$ cat src/rtl/amp_search_pkg.sv
package amp_search_pkg;

  // Decision taken at the end of a settling interval.
  typedef enum logic [1:0] {
    DEC_FAULT = 2'd0,  // both comparators active: hold word, advance step
    DEC_RAISE = 2'd1,  // amplitude too small
    DEC_LOWER = 2'd2,  // amplitude too large
    DEC_LOCK  = 2'd3   // inside the window
  } step_dec_t;

  function automatic step_dec_t decide(input logic too_low, input logic too_high);
    case ({too_low, too_high})
      2'b10:   return DEC_RAISE;
      2'b01:   return DEC_LOWER;
      2'b00:   return DEC_LOCK;
      default: return DEC_FAULT;
    endcase
  endfunction

endpackage

$ cat src/rtl/amp_flag_sync.sv
module amp_flag_sync #(
  parameter int WIDTH  = 2,
  parameter int STAGES = 2
) (
  input  logic             clk,
  input  logic             rst_n,
  input  logic [WIDTH-1:0] d_async,
  output logic [WIDTH-1:0] q_sync
);

  logic [STAGES-1:0][WIDTH-1:0] chain;

  always_ff @(posedge clk or negedge rst_n) begin
    if (!rst_n) begin
      chain <= '0;
    end else begin
      chain[0] <= d_async;
      for (int i = 1; i < STAGES; i++) begin
        chain[i] <= chain[i-1];
      end
    end
  end

  assign q_sync = chain[STAGES-1];

endmodule

$ cat src/rtl/amp_settle_timer.sv
module amp_settle_timer #(
  parameter int CYCLES = 75000
) (
  input  logic clk,
  input  logic rst_n,
  input  logic run,
  output logic tick
);

  localparam int CW = (CYCLES > 1) ? $clog2(CYCLES) : 1;
  localparam logic [CW-1:0] LAST = CW'(CYCLES - 1);

  logic [CW-1:0] cnt;

  assign tick = run && (cnt == LAST);

  always_ff @(posedge clk or negedge rst_n) begin
    if (!rst_n) begin
      cnt <= '0;
    end else if (tick) begin
      cnt <= '0;
    end else if (run) begin
      cnt <= cnt + 1'b1;
    end
  end

endmodule

$ cat src/rtl/amp_search_core.sv
module amp_search_core
  import amp_search_pkg::*;
#(
  parameter int WORD_W = 8
) (
  input  logic              clk,
  input  logic              rst_n,
  input  logic              tick,
  input  logic              too_low,
  input  logic              too_high,
  output logic [WORD_W-1:0] word,
  output logic              done,
  output logic              boost
);

  localparam logic [WORD_W-1:0] MID   = WORD_W'(1) << (WORD_W - 1);
  localparam logic [WORD_W-1:0] STEP0 = WORD_W'(1) << (WORD_W - 2);
  localparam logic [WORD_W-1:0] ONE   = WORD_W'(1);

  logic [WORD_W-1:0] step;
  step_dec_t         dec;
  logic              act;

  assign dec = decide(too_low, too_high);
  assign act = tick && !done;

  always_ff @(posedge clk or negedge rst_n) begin
    if (!rst_n) begin
      word  <= MID;
      step  <= STEP0;
      done  <= 1'b0;
      boost <= 1'b1;
    end else if (act) begin
      boost <= 1'b0;
      if (dec == DEC_LOCK) begin
        done <= 1'b1;
      end else begin
        if (dec == DEC_RAISE) word <= word + step;
        if (dec == DEC_LOWER) word <= word - step;
        step <= step >> 1;
        if (step == ONE) done <= 1'b1;
      end
    end
  end

endmodule

$ cat src/rtl/amp_search_ctrl.sv
module amp_search_ctrl #(
  parameter int WORD_W        = 8,
  parameter int SETTLE_CYCLES = 75000,
  parameter int SYNC_STAGES   = 2
) (
  input  logic              clk,
  input  logic              rst_n,
  input  logic              amp_low,
  input  logic              amp_high,
  output logic [WORD_W-1:0] bias_word,
  output logic              done,
  output logic              boost
);

  logic [1:0] flags_s;
  logic       tick;

  amp_flag_sync #(.WIDTH(2), .STAGES(SYNC_STAGES)) u_sync (
    .clk     (clk),
    .rst_n   (rst_n),
    .d_async ({amp_low, amp_high}),
    .q_sync  (flags_s)
  );

  amp_settle_timer #(.CYCLES(SETTLE_CYCLES)) u_timer (
    .clk   (clk),
    .rst_n (rst_n),
    .run   (!done),
    .tick  (tick)
  );

  amp_search_core #(.WORD_W(WORD_W)) u_core (
    .clk      (clk),
    .rst_n    (rst_n),
    .tick     (tick),
    .too_low  (flags_s[1]),
    .too_high (flags_s[0]),
    .word     (bias_word),
    .done     (done),
    .boost    (boost)
  );

endmodule

$ cat config.mk
export PLATFORM = sky130hd
export DESIGN_NAME = amp_search_ctrl
export DESIGN_NICKNAME = d
export VERILOG_FILES = /design/src/rtl/amp_search_pkg.sv /design/src/rtl/amp_flag_sync.sv /design/src/rtl/amp_settle_timer.sv /design/src/rtl/amp_search_core.sv /design/src/rtl/amp_search_ctrl.sv
export SDC_FILE = /design/constraint.sdc
export NUM_CORES = 1
export LEC_CHECK = 0
export BUFFER_PORTS_ARGS = -buffer_cell sky130_fd_sc_hd__buf_2
export CORE_MARGIN = 2
export CORE_UTILIZATION = 30
export DETAILED_ROUTE_END_ITERATION = 8
export PLACE_DENSITY_LB_ADDON = 0.08
export SLEW_MARGIN = 20
export SYNTH_ARGS = -nofsm -noshare
export SYNTH_HDL_FRONTEND = slang
export SYNTH_HIERARCHICAL = 1
export SYNTH_SLANG_ARGS = --single-unit
$ cat constraint.sdc
create_clock -name clk -period 5.68 [get_ports clk]
set_clock_uncertainty 0.05 [all_clocks]
set_input_delay 0.852 -clock clk [delete_from_list [all_inputs] [get_ports clk]]
set_output_delay 0.852 -clock clk [all_outputs]
set_load 0.01 [all_outputs]
# Yosys cells after proc, flatten, opt, wreduce, memory -nomap -nowiden
# Cells that the tools add are included.
# Widths: inputs -> output; s select.
# word_totals
reg_bits,38
output_inout_bits,10
word_cells,35
inputBits,4
# classes
n_addsub,3
reduce_logical,9
bitwise_logic,1
n_mux,7
n_eq_ne,8
# op_table
cell,count
$mux 17,2
$add 17x1->17 const B,1
$eq 17x17->1 const B,1
$mux 8,2
$add 8x7->8,1
$sub 8x7->8,1
$eq 7x1->1 const B,1
$eq 2x2->1 const B,3
$pmux 2 s3,1
$eq 2x1->1 const B,2
$reduce_and 2->1,2
$reduce_bool 2->1,2
$reduce_and 3->1,1
$logic_and 1x1->1,2
$logic_not 2->1,1
$mux 1,2
$ne 2x1->1 const B,1
$logic_not 1->1,1
$not 1->1,1

# Longest topological paths before layout
# depth
word_depth,5
mapped_depth,12

# Hierarchy
# Netlist, hierarchy kept.
# by_module_without_submodules
module,cells_each,area_each_um2,n_inst
amp_search_core,112,1137.3,1
amp_settle_timer,84,868.3,1
amp_flag_sync,6,115.1,1
amp_search_ctrl,1,3.8,1

# Least setup slack after synthesis
# OpenSTA, ideal clock, no wires.
# synth_timing
kind,register to register
startpoint,reg u_sync.chain (netlist bit u_sync/q_sync[0])
endpoint,reg u_core.word[7]
required_time_ns,5.555
synth_period_minus_slack_ns,2.616
t_arrival_ns,2.492
stages_incl_launch_ff,12
n_path_buf,2
path_slack_ns,3.064
cell_sequence,dfrtp_1 > buf_4 > ha_1 > bufbuf_16 > a31oi_1 > xnor2_1 > ha_1 > a21o_1 > a31o_1 > or3_1 > a21oi_1 > xor2_1
# synth_via
elab_chain_cells,5
word_cells_on_any_way,11
classes_between,eq/ne: 5; mux: 2; bitwise: 1; reduce/logical: 3
# synth_lines
element,line_no,rtl
"start, declared",amp_flag_sync.sv:11,logic [STAGES-1:0][WIDTH-1:0] chain;
"start signal, assigned by index",amp_flag_sync.sv:19,chain[i] <= chain[i-1];
"$eq 2x1->1, or another cell as far along",amp_search_pkg.sv:12,"case ({too_low, too_high})"
$pmux 2 s3 *,amp_search_pkg.sv:12,
"$eq 2x2->1, or another cell as far along",amp_search_core.sv:39,if (dec == DEC_LOWER) word <= word - step;
$reduce_bool 2->1 (no line) / $not 1->1 (equally long branches),-,
$reduce_and 3->1 (no line),-,
"end signal, assigned",amp_search_core.sv:38,if (dec == DEC_RAISE) word <= word + step;
"end signal, assigned",amp_search_core.sv:39,
"end, declared",amp_search_core.sv:11,"output logic [WORD_W-1:0] word,"
# Mark *: on every way between the ends. The rest lies on a longest branch, timed or not.
# A chain may end at the register's enable or synchronous reset.

# Final worst setup path
# layout_timing
startpoint,reg u_timer.cnt[11]
endpoint,reg u_core.step[5]
# layout_via
elab_chain_cells,4
# layout_lines
element,line_no,rtl
"start, declared",amp_settle_timer.sv:13,logic [CW-1:0] cnt;
"start signal, assigned",amp_settle_timer.sv:23,cnt <= cnt + 1'b1;
$eq 17x17->1,amp_settle_timer.sv:15,assign tick = run && (cnt == LAST);
$logic_and 1x1->1,amp_settle_timer.sv:15,
named net tick,amp_search_ctrl.sv:16,logic tick;
$logic_and 1x1->1,amp_search_core.sv:25,assign act = tick && !done;
$reduce_and 2->1 (no line),-,
"end signal, assigned",amp_search_core.sv:40,step <= step >> 1;
"end, declared",amp_search_core.sv:20,logic [WORD_W-1:0] step;
# The timed path passes the listed nets, and every way through them passes these cells.

==> flow_summary.json <==
{
  "max_cap_viol_count": 0,
  "period_minus_slack_ns": 3.19,
  "cts-buffers-inserted": 5,
  "io_buffer_count": 13,
  "ir_worst_vdd_uv": 99.5,
  "avgSynthCellArea_um2": 10.5,
  "initial_core_util_pct": 31.1,
  "finalWirelength_um": 4040,
  "cts_sinks": 38,
  "die_h_um": 88.2,
  "syn_to_final_growth_pct": 9.42,
  "mostFrequentLayoutCells": "dfrtp_1 (35), xnor2_1 (16), nand2_1 (16)",
  "arrival_ns": 3.31,
  "gp_congestion": 0.746,
  "hpwl_um": 2800,
  "io_pins": 14,
  "power.total_mw": 0.478,
  "layout_commonest_cell": "dfrtp_1",
  "synthesis.area_um2": 2120,
  "p_per_area_nw_per_um2": 206,
  "core_um2": 6830,
  "p_leak_nw": 1.04,
  "cts_resized": 0,
  "syn-num-nets": 220,
  "synth_edf_count": 0,
  "finalMaxSlewViolations": 0,
  "cp_max_fo": 13,
  "status": "completed",
  "grtUsageTotal_pct": 11.9,
  "postCtsSetupBuffers": 0,
  "htree_levels": 2,
  "worst_pin_slew_ns": 0.873,
  "grt_pass1_wl_um": 7020,
  "clkLatencyLatePin_ns": 0.29,
  "synthCells": 203,
  "hold_viol_final": 0,
  "clock.fmax_mhz": 313,
  "die-area_um2": 7770,
  "cts-root-buf": "clkbuf_8",
  "ys_seq_area_share_pct": 44.9,
  "ys_ff_latch": 38,
  "path_clk_slew_ns": 0.08,
  "cts_tree": "done",
  "grt_max_degree": 39,
  "drc": 0,
  "cp.required_ns": 5.80,
  "async_flop_share_pct": 100,
  "final_nets": 232,
  "clk_path_buf_depth": 2,
  "slew-limit-headroom_pct": 41.6,
  "worstSetupStartpointType": "flip-flop",
  "synthDistinctLibCells": 42,
  "num_vias": 1439,
  "setup_viol": 0,
  "die_w_um": 88.2,
  "drive_above_1_share_pct": 14.8,
  "final_antenna_net_count": 0,
  "drt_first_iter_violations": 30,
  "tns_ns": 0,
  "end_kind": "flip-flop",
  "ys.flop_type": "dfrtp_1",
  "rows": 30,
  "grt_antenna_before_repair": 0,
  "min_period_over_period_pct": 56.2,
  "grt_pass1_vias": 1428,
  "hold_class": "reg -> reg",
  "drt_pass1_iterations": 4,
  "wire_per_inst_um": 12.9,
  "crit_type": "reg -> reg",
  "hold_buffers": 0,
  "synth_warnings": 6,
  "diodes": 0,
  "viasPerCell": 4.61,
  "rsz0062_at_grt": "no",
  "grt_overflow": 0
}
==> through the flow <==
| stage | hold WS, ns | setup slack [ns] | instances | cell area (µm²) | util (%) |
|---|---|---|---|---|---|
| 6_report | 0.305 | 2.49 | 312 | 2320 | 34.0 |
| 5_1_grt | 0.310 | 2.17 | 312 | 2320 | 34.0 |
| 4_1_cts | 0.306 | 2.44 | 312 | 2320 | 34.0 |
| 3_5_place_dp | 0.289 | 2.45 | 304 | 2230 | 32.7 |
| 3_3_place_gp | 0.286 | 2.52 | 304 | 2230 | 32.7 |
| 2_1_floorplan | 0.281 | 3.06 | 203 | 2120 | - |
==> path summary, 6_finish.rpt <==
check                           startpoint          endpoint  slack [ns]  depth (start not counted)
max in group asynchronous            rst_n    u_core/word[6]        4.42                          1
min                        u_sync/chain[0]  u_sync/q_sync[0]        0.30                          0
max                        u_timer/cnt[11]    u_core/step[5]        2.49                          6
min in group asynchronous            rst_n    u_core/word[4]        0.62                          1
max reg2reg                u_timer/cnt[11]    u_core/step[5]        2.49                          6
min reg2reg                u_sync/chain[0]  u_sync/q_sync[0]        0.30                          0
==> logic make-up after synthesis <==
group | Yosys count | share of synthesized area [%]
flip-flops | 38 | 44.9
AND/OR/NAND/NOR | 73 | 19.8
XOR/XNOR | 25 | 10.3
multiplexers | 4 | 2.06
adder cells (fa/ha/maj) | 13 | 8.01
AO/OA/AOI/OAI | 31 | 9.36
buffers and inverters | 19 | 5.48
==> synth_stat cells (2+ instances only) <==
library cell  instances  area [µm²]
ha_1                 12         150
dfrtp_1              35         876
nand2b_1              5        31.3
nor2b_1               2        12.5
or4_1                 2        15.0
o21ai_0              11        55.1
nand2_1              16        60.1
nor2_1               15        56.3
a31oi_1               3        18.8
nand4_1              10        62.6
nor4_1                5        31.3
nand3_1               4        20.0
xor2_1                9        78.8
nor3_1                5        25.0
xnor2_1              16         140
buf_4                 2        15.0
a21oi_1               7        35.0
dfstp_2               3        78.8
clkbuf_1              3        11.3
mux2_2                3        33.8
a21o_1                4        30.0
inv_1                11        41.3
==> where the power goes <==
group / total (mW) / switching, mW / internal [mW]
Sequential: 0.272 / 0.000486 / 0.272
Clock: 0.196 / 0.0972 / 0.0992
Combinational: 0.00944 / 0.00732 / 0.00212
==> routing by layer <==
layer | GRT usage [%] | up-vias | part of all wire [%]
met3 | 3.20 | 6 | 3.4
li1 | - | 727 | -
met2 | 19.5 | 22 | 49
met1 | 15.1 | 684 | 46
met5 | 0 | - | 0
met4 | 4.27 | 0 | 1.7
==> layout make-up <==
type / count / area (µm²)
timing repair buffer: 13 / 65.1
sequential: 38 / 955
tap: 96 / 120
multi-input combinational: 146 / 1050
clock buffer: 8 / 90.1
inverter: 11 / 41.3
fill: 726 / 4510
==> worst max-delay path: stages, from the launching register on <==
cell and delay [ns]:
dfrtp_1 0.43, or4_1 0.53, nor4_1 0.25, nor4b_4 0.77, nand2b_1 0.15, nor2_1 0.49, mux2_2 0.40
==> registers in the layout (all words and copies together), names as in the netlist <==
register and flops:
u_sync/chain 2, u_core/boost 1, u_core/done 1, u_core/word 8, u_timer/cnt 17, u_core/step 7, u_sync/q_sync 2
(Power assumes the default switching activity.)
